**config.mk**
```make
export PLATFORM = sky130hd
export DESIGN_NAME = irq_setclr_bank
export DESIGN_NICKNAME = d
export VERILOG_FILES = /design/src/rtl/irq_regs_pkg.sv /design/src/rtl/setclr_reg.sv /design/src/rtl/irq_setclr_bank.sv
export SDC_FILE = /design/constraint.sdc
export NUM_CORES = 1
export LEC_CHECK = 0
export ABC_AREA = 1
export BUFFER_PORTS_ARGS = -buffer_cell sky130_fd_sc_hd__buf_2
export CAP_MARGIN = 40
export CORE_ASPECT_RATIO = 0.6
export CORE_MARGIN = 2
export CORE_UTILIZATION = 35
export CTS_CLUSTER_SIZE = 10
export DETAILED_ROUTE_END_ITERATION = 12
export PLACE_DENSITY_LB_ADDON = 0.2
export SLEW_MARGIN = 20
export SYNTH_ARGS = -nofsm -noshare
export SYNTH_HDL_FRONTEND = slang
export SYNTH_HIERARCHICAL = 1
export SYNTH_SLANG_ARGS = --single-unit
```
**constraint.sdc**
```tcl
create_clock -name clk -period 0.9 [get_ports clk]
set_input_delay 0.09 -clock clk [delete_from_list [all_inputs] [get_ports clk]]
set_output_delay 0.09 -clock clk [all_outputs]
set_load 0.02 [all_outputs]
```
**src/rtl/irq_regs_pkg.sv**
```systemverilog
package irq_regs_pkg;

    localparam int DATA_W     = 32;
    localparam int CTX_N      = 8;
    localparam int ADDR_W     = 4;
    localparam int TX_SUM_BIT = 6;
    localparam int RX_SUM_BIT = 7;
    localparam int MASTER_BIT = 31;

    typedef enum logic [ADDR_W-1:0] {
        A_EVT_SET  = 4'd0,
        A_EVT_CLR  = 4'd1,
        A_MSK_SET  = 4'd2,
        A_MSK_CLR  = 4'd3,
        A_TXE_SET  = 4'd4,
        A_TXE_CLR  = 4'd5,
        A_TXM_SET  = 4'd6,
        A_TXM_CLR  = 4'd7,
        A_RXE_SET  = 4'd8,
        A_RXE_CLR  = 4'd9,
        A_RXM_SET  = 4'd10,
        A_RXM_CLR  = 4'd11
    } reg_addr_e;

    localparam int REG_N = 6;

endpackage

```
**src/rtl/setclr_reg.sv**
```systemverilog
module setclr_reg #(
    parameter int W = 32
) (
    input  logic         clk,
    input  logic         rst_n,
    input  logic         set_wr,
    input  logic         clr_wr,
    input  logic [W-1:0] wdata,
    input  logic [W-1:0] hw_in,
    output logic [W-1:0] q
);

    logic [W-1:0] hw_prev;
    logic [W-1:0] edge_w;
    logic [W-1:0] set_bits;
    logic [W-1:0] clr_bits;
    logic [W-1:0] q_next;

    always_ff @(posedge clk or negedge rst_n) begin
        if (!rst_n) hw_prev <= '0;
        else        hw_prev <= hw_in;
    end

    assign edge_w   = hw_in & ~hw_prev;
    assign set_bits = set_wr ? wdata : '0;
    assign clr_bits = clr_wr ? wdata : '0;

    // Clear is applied first; set and input edges then win over it.
    always_comb begin
        q_next = (q & ~clr_bits) | set_bits | edge_w;
    end

    always_ff @(posedge clk or negedge rst_n) begin
        if (!rst_n) q <= '0;
        else        q <= q_next;
    end

    a_r2_set_takes: assert property (@(posedge clk) disable iff (!rst_n)
        set_wr |=> ((q & $past(wdata)) == $past(wdata)));

    a_r3_clear_takes: assert property (@(posedge clk) disable iff (!rst_n)
        (clr_wr && !set_wr) |=> ((q & $past(wdata & ~edge_w)) == '0));

    a_r3_zero_keeps: assert property (@(posedge clk) disable iff (!rst_n)
        !clr_wr |=> ((q & $past(q)) == $past(q)));

    a_r5_edge_sets: assert property (@(posedge clk) disable iff (!rst_n)
        (edge_w != '0) |=> ((q & $past(edge_w)) == $past(edge_w)));

endmodule

```
**src/rtl/irq_setclr_bank.sv**
```systemverilog
module irq_setclr_bank
    import irq_regs_pkg::*;
(
    input  logic                 clk,
    input  logic                 rst_n,
    input  logic                 wr_en,
    input  logic [ADDR_W-1:0]    wr_addr,
    input  logic [DATA_W-1:0]    wr_data,
    input  logic [ADDR_W-1:0]    rd_addr,
    output logic [DATA_W-1:0]    rd_data,
    input  logic [DATA_W-1:0]    evt_in,
    input  logic [CTX_N-1:0]     tx_ctx_evt,
    input  logic [CTX_N-1:0]     rx_ctx_evt,
    output logic                 irq
);

    localparam logic [DATA_W-1:0] SUM_MASK =
        (DATA_W'(1) << TX_SUM_BIT) | (DATA_W'(1) << RX_SUM_BIT);

    // Strobe vectors, one bit per register: 0 evt, 1 msk, 2 txe, 3 txm, 4 rxe, 5 rxm
    logic [REG_N-1:0] set_stb;
    logic [REG_N-1:0] clr_stb;

    always_comb begin
        set_stb = '0;
        clr_stb = '0;
        if (wr_en) begin
            case (reg_addr_e'(wr_addr))
                A_EVT_SET: set_stb[0] = 1'b1;
                A_EVT_CLR: clr_stb[0] = 1'b1;
                A_MSK_SET: set_stb[1] = 1'b1;
                A_MSK_CLR: clr_stb[1] = 1'b1;
                A_TXE_SET: set_stb[2] = 1'b1;
                A_TXE_CLR: clr_stb[2] = 1'b1;
                A_TXM_SET: set_stb[3] = 1'b1;
                A_TXM_CLR: clr_stb[3] = 1'b1;
                A_RXE_SET: set_stb[4] = 1'b1;
                A_RXE_CLR: clr_stb[4] = 1'b1;
                A_RXM_SET: set_stb[5] = 1'b1;
                A_RXM_CLR: clr_stb[5] = 1'b1;
                default: ;
            endcase
        end
    end

    logic [DATA_W-1:0] evt_q, msk_q, evt_eff;
    logic [CTX_N-1:0]  txe_q, txm_q, rxe_q, rxm_q;
    logic              tx_sum, rx_sum;

    // Summary bits are computed, so they are never stored in the main register.
    setclr_reg #(.W(DATA_W)) u_evt (
        .clk(clk), .rst_n(rst_n), .set_wr(set_stb[0]), .clr_wr(clr_stb[0]),
        .wdata(wr_data & ~SUM_MASK), .hw_in(evt_in & ~SUM_MASK), .q(evt_q));

    setclr_reg #(.W(DATA_W)) u_msk (
        .clk(clk), .rst_n(rst_n), .set_wr(set_stb[1]), .clr_wr(clr_stb[1]),
        .wdata(wr_data), .hw_in('0), .q(msk_q));

    setclr_reg #(.W(CTX_N)) u_txe (
        .clk(clk), .rst_n(rst_n), .set_wr(set_stb[2]), .clr_wr(clr_stb[2]),
        .wdata(wr_data[CTX_N-1:0]), .hw_in(tx_ctx_evt), .q(txe_q));

    setclr_reg #(.W(CTX_N)) u_txm (
        .clk(clk), .rst_n(rst_n), .set_wr(set_stb[3]), .clr_wr(clr_stb[3]),
        .wdata(wr_data[CTX_N-1:0]), .hw_in('0), .q(txm_q));

    setclr_reg #(.W(CTX_N)) u_rxe (
        .clk(clk), .rst_n(rst_n), .set_wr(set_stb[4]), .clr_wr(clr_stb[4]),
        .wdata(wr_data[CTX_N-1:0]), .hw_in(rx_ctx_evt), .q(rxe_q));

    setclr_reg #(.W(CTX_N)) u_rxm (
        .clk(clk), .rst_n(rst_n), .set_wr(set_stb[5]), .clr_wr(clr_stb[5]),
        .wdata(wr_data[CTX_N-1:0]), .hw_in('0), .q(rxm_q));

    assign tx_sum = |(txe_q & txm_q);
    assign rx_sum = |(rxe_q & rxm_q);

    always_comb begin
        evt_eff             = evt_q;
        evt_eff[TX_SUM_BIT] = tx_sum;
        evt_eff[RX_SUM_BIT] = rx_sum;
    end

    assign irq = msk_q[MASTER_BIT] &
                 (|(evt_eff[MASTER_BIT-1:0] & msk_q[MASTER_BIT-1:0]));

    always_comb begin
        case (reg_addr_e'(rd_addr))
            A_EVT_SET: rd_data = evt_eff;
            A_EVT_CLR: rd_data = evt_eff & msk_q;
            A_MSK_SET,
            A_MSK_CLR: rd_data = msk_q;
            A_TXE_SET: rd_data = DATA_W'(txe_q);
            A_TXE_CLR: rd_data = DATA_W'(txe_q & txm_q);
            A_TXM_SET,
            A_TXM_CLR: rd_data = DATA_W'(txm_q);
            A_RXE_SET: rd_data = DATA_W'(rxe_q);
            A_RXE_CLR: rd_data = DATA_W'(rxe_q & rxm_q);
            A_RXM_SET,
            A_RXM_CLR: rd_data = DATA_W'(rxm_q);
            default:   rd_data = '0;
        endcase
    end

    a_r8_master_gate: assert property (@(posedge clk) disable iff (!rst_n)
        !msk_q[MASTER_BIT] |-> !irq);

    a_r9_sum_tracks_ctx: assert property (@(posedge clk) disable iff (!rst_n)
        ((txe_q & txm_q) == '0) |-> !evt_eff[TX_SUM_BIT]);

endmodule

```
==> summary.md, run 1 <==
| Metric | Value |
|---|---|
| Rows | 44 |
| Initial core utilization | 0.356 |
| Slew Limit Fails | 0 |
| ANT nets after route | 0 |
| Clock Latency Late Sink | 0.44 ns |
| Routed via count | 8201 |
| DPL Wire Length | 19500 um |
| Number of global-route vias before repair | 8174 |
| Final hold violation count | 0 |
| Final Util | 0.546 |
| WP data arrival | 1.73 ns |
| First-pass GRT wire length | 43100 um |
| CTS clk-pin slew, worst paths | 0.07 ns |
| Routed WL | 27400 um |
| LEAKAGE | 6.70 nW |
| Hold path startpoint | wr_data[7] |
| Final setup viols | 34 |
| Share of layout cells above drive strength 1 | 0.285 |
| Crit path buf inv count | 1 |
| Clk buf depth | 2 |
| Clk sinks | 188 |
| YS warnings | 6 |
| H-Tree Depth | 4 |
| TritonCTS clock tree | built |
| Worst Path Required | 0.81 ns |
| # DRC | 0 |
| RSZ-0062 raised after global routing | true |
| Worst Setup Start Kind | register |
| Most frequent CP cell | nor2_2 |
| Tot GR Track Use | 0.218 |
| Slack of the critical path | -0.921 ns |
| WS Path Type | register to output pin |
| Largest stage delay, worst path | 0.40 ns |
| Total CTS buffers | 17 |
| DR vias/cell | 4.35 |
| Slowest CP cell | dfrtp_1 |
| Placer Congestion | 0.879 |
| Fmax | 0.549 GHz |
| Synthesis-to-layout area growth | 53.6% |
| Critical path's top delay family | simple AND/OR/NAND/NOR gates |
| Syn Area/Cell | 7.80 um^2 |
| # port buffers | 121 |
| CP Launch Point | u_evt/q[25] |
| Critical path fanouts, max | 2 |
| Die span in y | 125 um |
| GR Overflow Total | 0 |
| Area of the mapped netlist | 8600 um^2 |
| Hold WC Path Type | input port to register |
| Io pins | 124 |
| Failing checks | setup timing |
| Minimum clock period | 1.82 ns |
| Reg2Reg Launch Point | u_txe/q[0] |
| Nets | 1643 |
| Status | finished with violations |
| Largest net degree at the start of global routing | 31 |
| Pwr/cell area | 1510 nW/um^2 |
| Worst path cell trace | nand2_2, nand2_1, nor2_2, nand2_1, nor2_2, nand2_1, nor2_2, nor2_2, buf_6 |
| Syn Inst Count | 1102 |
| Die area | 25900 um^2 |
| Initial antenna violation count | 0 |
| Element type at the critical path end | output pin |
| Ant diodes | 0 |
| Die Span X | 206 um |
| Max cap viols | 0 |
| Fin Clk Skew | 0.00689 ns |
| Final period utilization | 2.02 |
| Placement Setup Slack | -0.550 ns |
| Max VDD drop | 1.33 mV |
| Root buffer cell | clkbuf_16 |
| Drt first-iter violations | 538 |
| First-pass DRT Iterations | 5 |
| Core area | 24200 um^2 |
| Wire length per cell | 14.5 um |
[final timing paths]
check	depth (start not counted)	slack (ns)	to
max	9	-0.92	irq
min	3	0.04	u_rxe/q[7]
max reg2reg	5	-0.05	u_txe/q[0]
min reg2reg	3	0.50	u_txe/q[1]
max in group asynchronous	3	0.27	u_txm/hw_prev[2]
min in group asynchronous	2	0.14	u_evt/hw_prev[26]
[per-stage QoR]
stage                     hold slack, ns  total power [mW]  instance area [um^2]  instances  TNS, ns
after floorplan                   -0.206              10.2                  9050       1197    -1.30
after global placement            0.0428              11.7                 11200       1771   -41.41
after detailed placement          0.0424              11.7                 11200       1771   -43.80
after CTS                         0.0156              20.0                 13000       1884   -20.12
after global routing              0.0491              20.8                 13200       1886   -21.95
final                             0.0401              19.9                 13200       1886   -19.77
[state kept, by name (all words and copies together), names as in the netlist, 30 cells and up]
name	cells
u_evt/hw_prev	30
u_evt/q	30
u_msk/hw_prev	32
u_msk/q	32
[power breakdown]
part / leakage [nW] / switching [mW] / total, mW / internal [mW]
registers: 1.94 / 0.170 / 8.99 / 8.82
clock network: 0.281 / 3.35 / 7.65 / 4.30
logic: 4.47 / 1.74 / 3.25 / 1.51
total: 6.70 / 5.26 / 19.9 / 14.6
[worst reg2reg max path, stage by stage, from the launching register on]
cell     delay, ns
dfrtp_1       0.40
buf_6         0.13
buf_6         0.11
buf_6         0.11
nand2_4       0.05
nand3_2       0.05
[cells in the final DEF, fill, tap and decap left out, drive strengths merged]
cell type	count
a21oi	6
buf	293
bufinv	2
clkbuf	22
clkinv	4
clkinvlp	3
conb	96
dfrtp	188
dlygate4sd3	71
inv	113
nand2	565
nand3	109
nand3b	1
nand4	1
nor2	48
o211a	1
o211ai	23
o21ai	18
[what timing repair did]
action,4_1_cts,5_1_grt
gates resized for setup,141,65
hold buffers,71,0
endpoints found under the hold margin,304,0
setup endpoints to repair,36,41
buffers inserted,22,18
pin swaps,70,46
cloned,0,0
[layout make-up]
cell class / count / area [um^2]
fill: 2240 / 11000
multi-input combinational: 868 / 3930
timing repair buffer: 365 / 3150
clock inverter: 10 / 115
sequential: 188 / 4700
clock buffer: 21 / 470
inverter: 112 / 435
tap: 322 / 403
[layer usage]
metal  wire length (um)  vias up  GRT usage
li1                   -     4191          -
met4                214        0     0.0450
met3               1440       16     0.0409
met1              14000     3813      0.330
met2              11800      181      0.325
met5                  0        -          0
No activity file was read; power rests on OpenSTA's default activity.
==> inputs of run 2 (changes only) <==
- CTS_BUF_LIST: default -> sky130_fd_sc_hd__clkbuf_8
==> summary.md, run 2 (same netlist as run 1, synthesis figures left out) <==
| Metric | Value |
|---|---|
| FILL cells | 2248 (was 2240) |
| Final hold violation count | 0 (unchanged) |
| RSZ-0062 raised after global routing | true (unchanged) |
| Element type at the critical path end | output pin (unchanged) |
| ANT nets after route | 0 (unchanged) |
| Top sig layer | met4 (unchanged) |
| Net Sw Power | 5.06 mW (was 5.26 mW) |
| Slack of the critical path | -0.954 ns (was -0.921 ns) |
| Io pins | 124 (unchanged) |
| # DRC | 0 (unchanged) |
| Rows | 44 (unchanged) |
| DPL Wire Length | 19500 um (unchanged) |
| Die area | 25900 um^2 (unchanged) |
| Comb power frac | 0.184 (was 0.163) |
| Largest stage delay, worst path | 0.41 ns (was 0.40 ns) |
| Most frequent cells in the layout | 491 x nand2_1, 188 x dfrtp_1, 133 x buf_4 (was 496 x nand2_1, 188 x dfrtp_1, 131 x buf_4) |
| Post-Route M1 WL | 14000 um (about the same) |
| Placement Setup Slack | -0.550 ns (unchanged) |
| Routed via count | 8310 (was 8201) |
| Least-Margin Pin Slew | 0.647 ns |
| Max VDD drop | 0.885 mV (was 1.33 mV) |
| Initial core utilization | 0.356 (unchanged) |
| Slew margin rel. | 0.567 |
| Metal3 WL | 1320 um (was 1440 um) |
| Final Util | 0.546 (about the same) |
| Crit path buf inv count | 1 (unchanged) |
| Nets | 1656 (was 1643) |
| Tot Pwr | 18.1 mW (was 19.9 mW) |
| First-pass DRT Iterations | 5 (unchanged) |
| CTS clk-pin slew, worst paths | 0.10 ns (was 0.07 ns) |
| Critical path fanouts, max | 3 (was 2) |
| Initial antenna violation count | 0 (unchanged) |
| Most frequent CP cell | nand2_1 (was nor2_2) |
| H-Tree Depth | 4 (unchanged) |
| TritonCTS clock tree | built (unchanged) |
| Share of layout cells above drive strength 1 | 0.292 (was 0.285) |
| First-pass GRT wire length | 43000 um (was 43100 um) |
| Final setup viols | 34 (unchanged) |
| Total CTS buffers | 17 (unchanged) |
| Critical path's top delay family | simple AND/OR/NAND/NOR gates (unchanged) |
| Worst Setup Start Kind | register (unchanged) |
| # port buffers | 121 (unchanged) |
| Hold WC Path Type | input port to register (unchanged) |
| Worst Path Required | 0.81 ns (about the same) |
| Fmax | 0.539 GHz (was 0.549 GHz) |
| Core area | 24200 um^2 (unchanged) |
| Failing checks | setup timing (unchanged) |
| Wire length per cell | 14.4 um (was 14.5 um) |
| Minimum clock period | 1.85 ns (was 1.82 ns) |
| Synthesis-to-layout area growth | 53.6% (about the same) |
| Number of global-route vias before repair | 8113 (was 8174) |
| Slowest CP cell | dfrtp_1 (unchanged) |
| Die Span X | 206 um (unchanged) |
| Placer Congestion | 0.879 (unchanged) |
| Worst path cell trace | nand2_1, nand2_1, nor2_2, nand2_2, nand2_1, nand2_1, nor2_1, nor2_2, buf_6 (was nand2_2, nand2_1, nor2_2, nand2_1, nor2_2, nand2_1, nor2_2, nor2_2, buf_6) |
| Final period utilization | 2.06 (was 2.02) |
| Status | finished with violations (unchanged) |
| Commonest non-fill, non-tap cell in the layout | nand2_1 (unchanged) |
| Clock Latency Late Sink | 0.48 ns (was 0.44 ns) |
| Drt first-iter violations | 571 (was 538) |
| Clock power share | 0.320 (was 0.385) |
| Fin Clk Skew | 0.0166 ns (was 0.00689 ns) |
| WS Path Type | register to output pin (unchanged) |
| Met2 wire len | 11800 um (about the same) |
| Routed WL | 27400 um (about the same) |
| Tot GR Track Use | 0.218 (about the same) |
| Clk sinks | 188 (unchanged) |
| DR vias/cell | 4.38 (was 4.35) |
| Sw Ratio | 0.280 (was 0.265) |
| Ant diodes | 0 (unchanged) |
| Pwr/cell area | 1370 nW/um^2 (was 1510 nW/um^2) |
| Clk buf depth | 2 (unchanged) |
| Die span in y | 125 um (unchanged) |
| Largest net degree at the start of global routing | 31 (unchanged) |
| GR Overflow Total | 0 (unchanged) |
| LEAKAGE | 6.69 nW (was 6.70 nW) |
| Root buffer cell | clkbuf_8 (was clkbuf_16) |
| Sequential fraction of design power | 0.496 (was 0.452) |
| Top Registers | u_msk/hw_prev (32), u_msk/q (32) (unchanged) |
| Slew Limit Fails | 0 (unchanged) |
| WP data arrival | 1.76 ns (was 1.73 ns) |
| Pint | 13.0 mW (was 14.6 mW) |
| Max cap viols | 0 (unchanged) |
==> run 2: cell type report <==
class / count / area (um^2) / area share
clock buffer: 20 / 275 / 0.0208
clock inverter: 11 / 119 / 0.00900
inverter: 112 / 435 / 0.0330
multi-input combinational: 868 / 4000 / 0.302
sequential: 188 / 4700 / 0.356
tap: 322 / 403 / 0.0305
timing repair buffer: 378 / 3280 / 0.248
==> run 2: final timing paths <==
| check | cells after the start | slack [ns] | from | end |
|---|---|---|---|---|
| worst max-delay path | 9 | -0.95 | u_rxm/q[3] | irq |
| worst min-delay path | 3 | 0.04 | wr_data[2] | u_evt/q[2] |
| worst max register to register | 4 | -0.01 | u_evt/q[25] | u_evt/q[25] |
| worst min register to register | 3 | 0.50 | u_txe/hw_prev[1] | u_txe/q[1] |
| max in group asynchronous | 3 | 0.32 | rst_n | u_txm/hw_prev[2] |
| min in group asynchronous | 2 | 0.09 | rst_n | u_evt/hw_prev[25] |
==> run 2: worst register-to-register path, stage by stage, from the launching register on <==
cell	delay, ns
dfrtp_1	0.40
buf_4	0.14
buf_4	0.13
nand2_2	0.06
nand3_2	0.07
==> run 2: stage by stage <==
| stage | setup TNS (ns) | cells | instance area (um^2) | hold WS, ns |
|---|---|---|---|---|
| after detailed placement | -43.80 | 1771 | 11200 | 0.0424 |
| after global routing | -24.44 | 1899 | 13200 | 0.0338 |
| after global placement | -41.41 | 1771 | 11200 | 0.0428 |
| after floorplan | -1.30 | 1197 | 9050 | -0.206 |
| after CTS | -22.36 | 1890 | 12900 | 0.00754 |
| final | -21.65 | 1899 | 13200 | 0.0423 |
==> run 2: power by group through the flow <==
stage / Combinational, mW / Clock, mW / Sequential (mW)
2_1_floorplan: 1.08 / 0 / 9.12
3_3_place_gp: 2.59 / 0 / 9.12
3_5_place_dp: 2.61 / 0 / 9.12
4_1_cts: 3.18 / 5.97 / 8.97
5_1_grt: 3.64 / 6.34 / 9.03
6_report: 3.33 / 5.79 / 8.98
==> run 2: what timing repair did <==
item,4_1_cts,5_1_grt
endpoints found under the setup margin,33,42
setup buffers,24,24
resized for setup,133,94
hold buffers,78,0
endpoints found under the hold margin,319,0
pin swaps,65,62
==> run 2: per-layer routing <==
layer / global-route usage / up-vias
met2: 0.323 / 208
met1: 0.330 / 3867
met3: 0.0425 / 23
met4: 0.0466 / 0
met5: 0 / -
li1: - / 4212
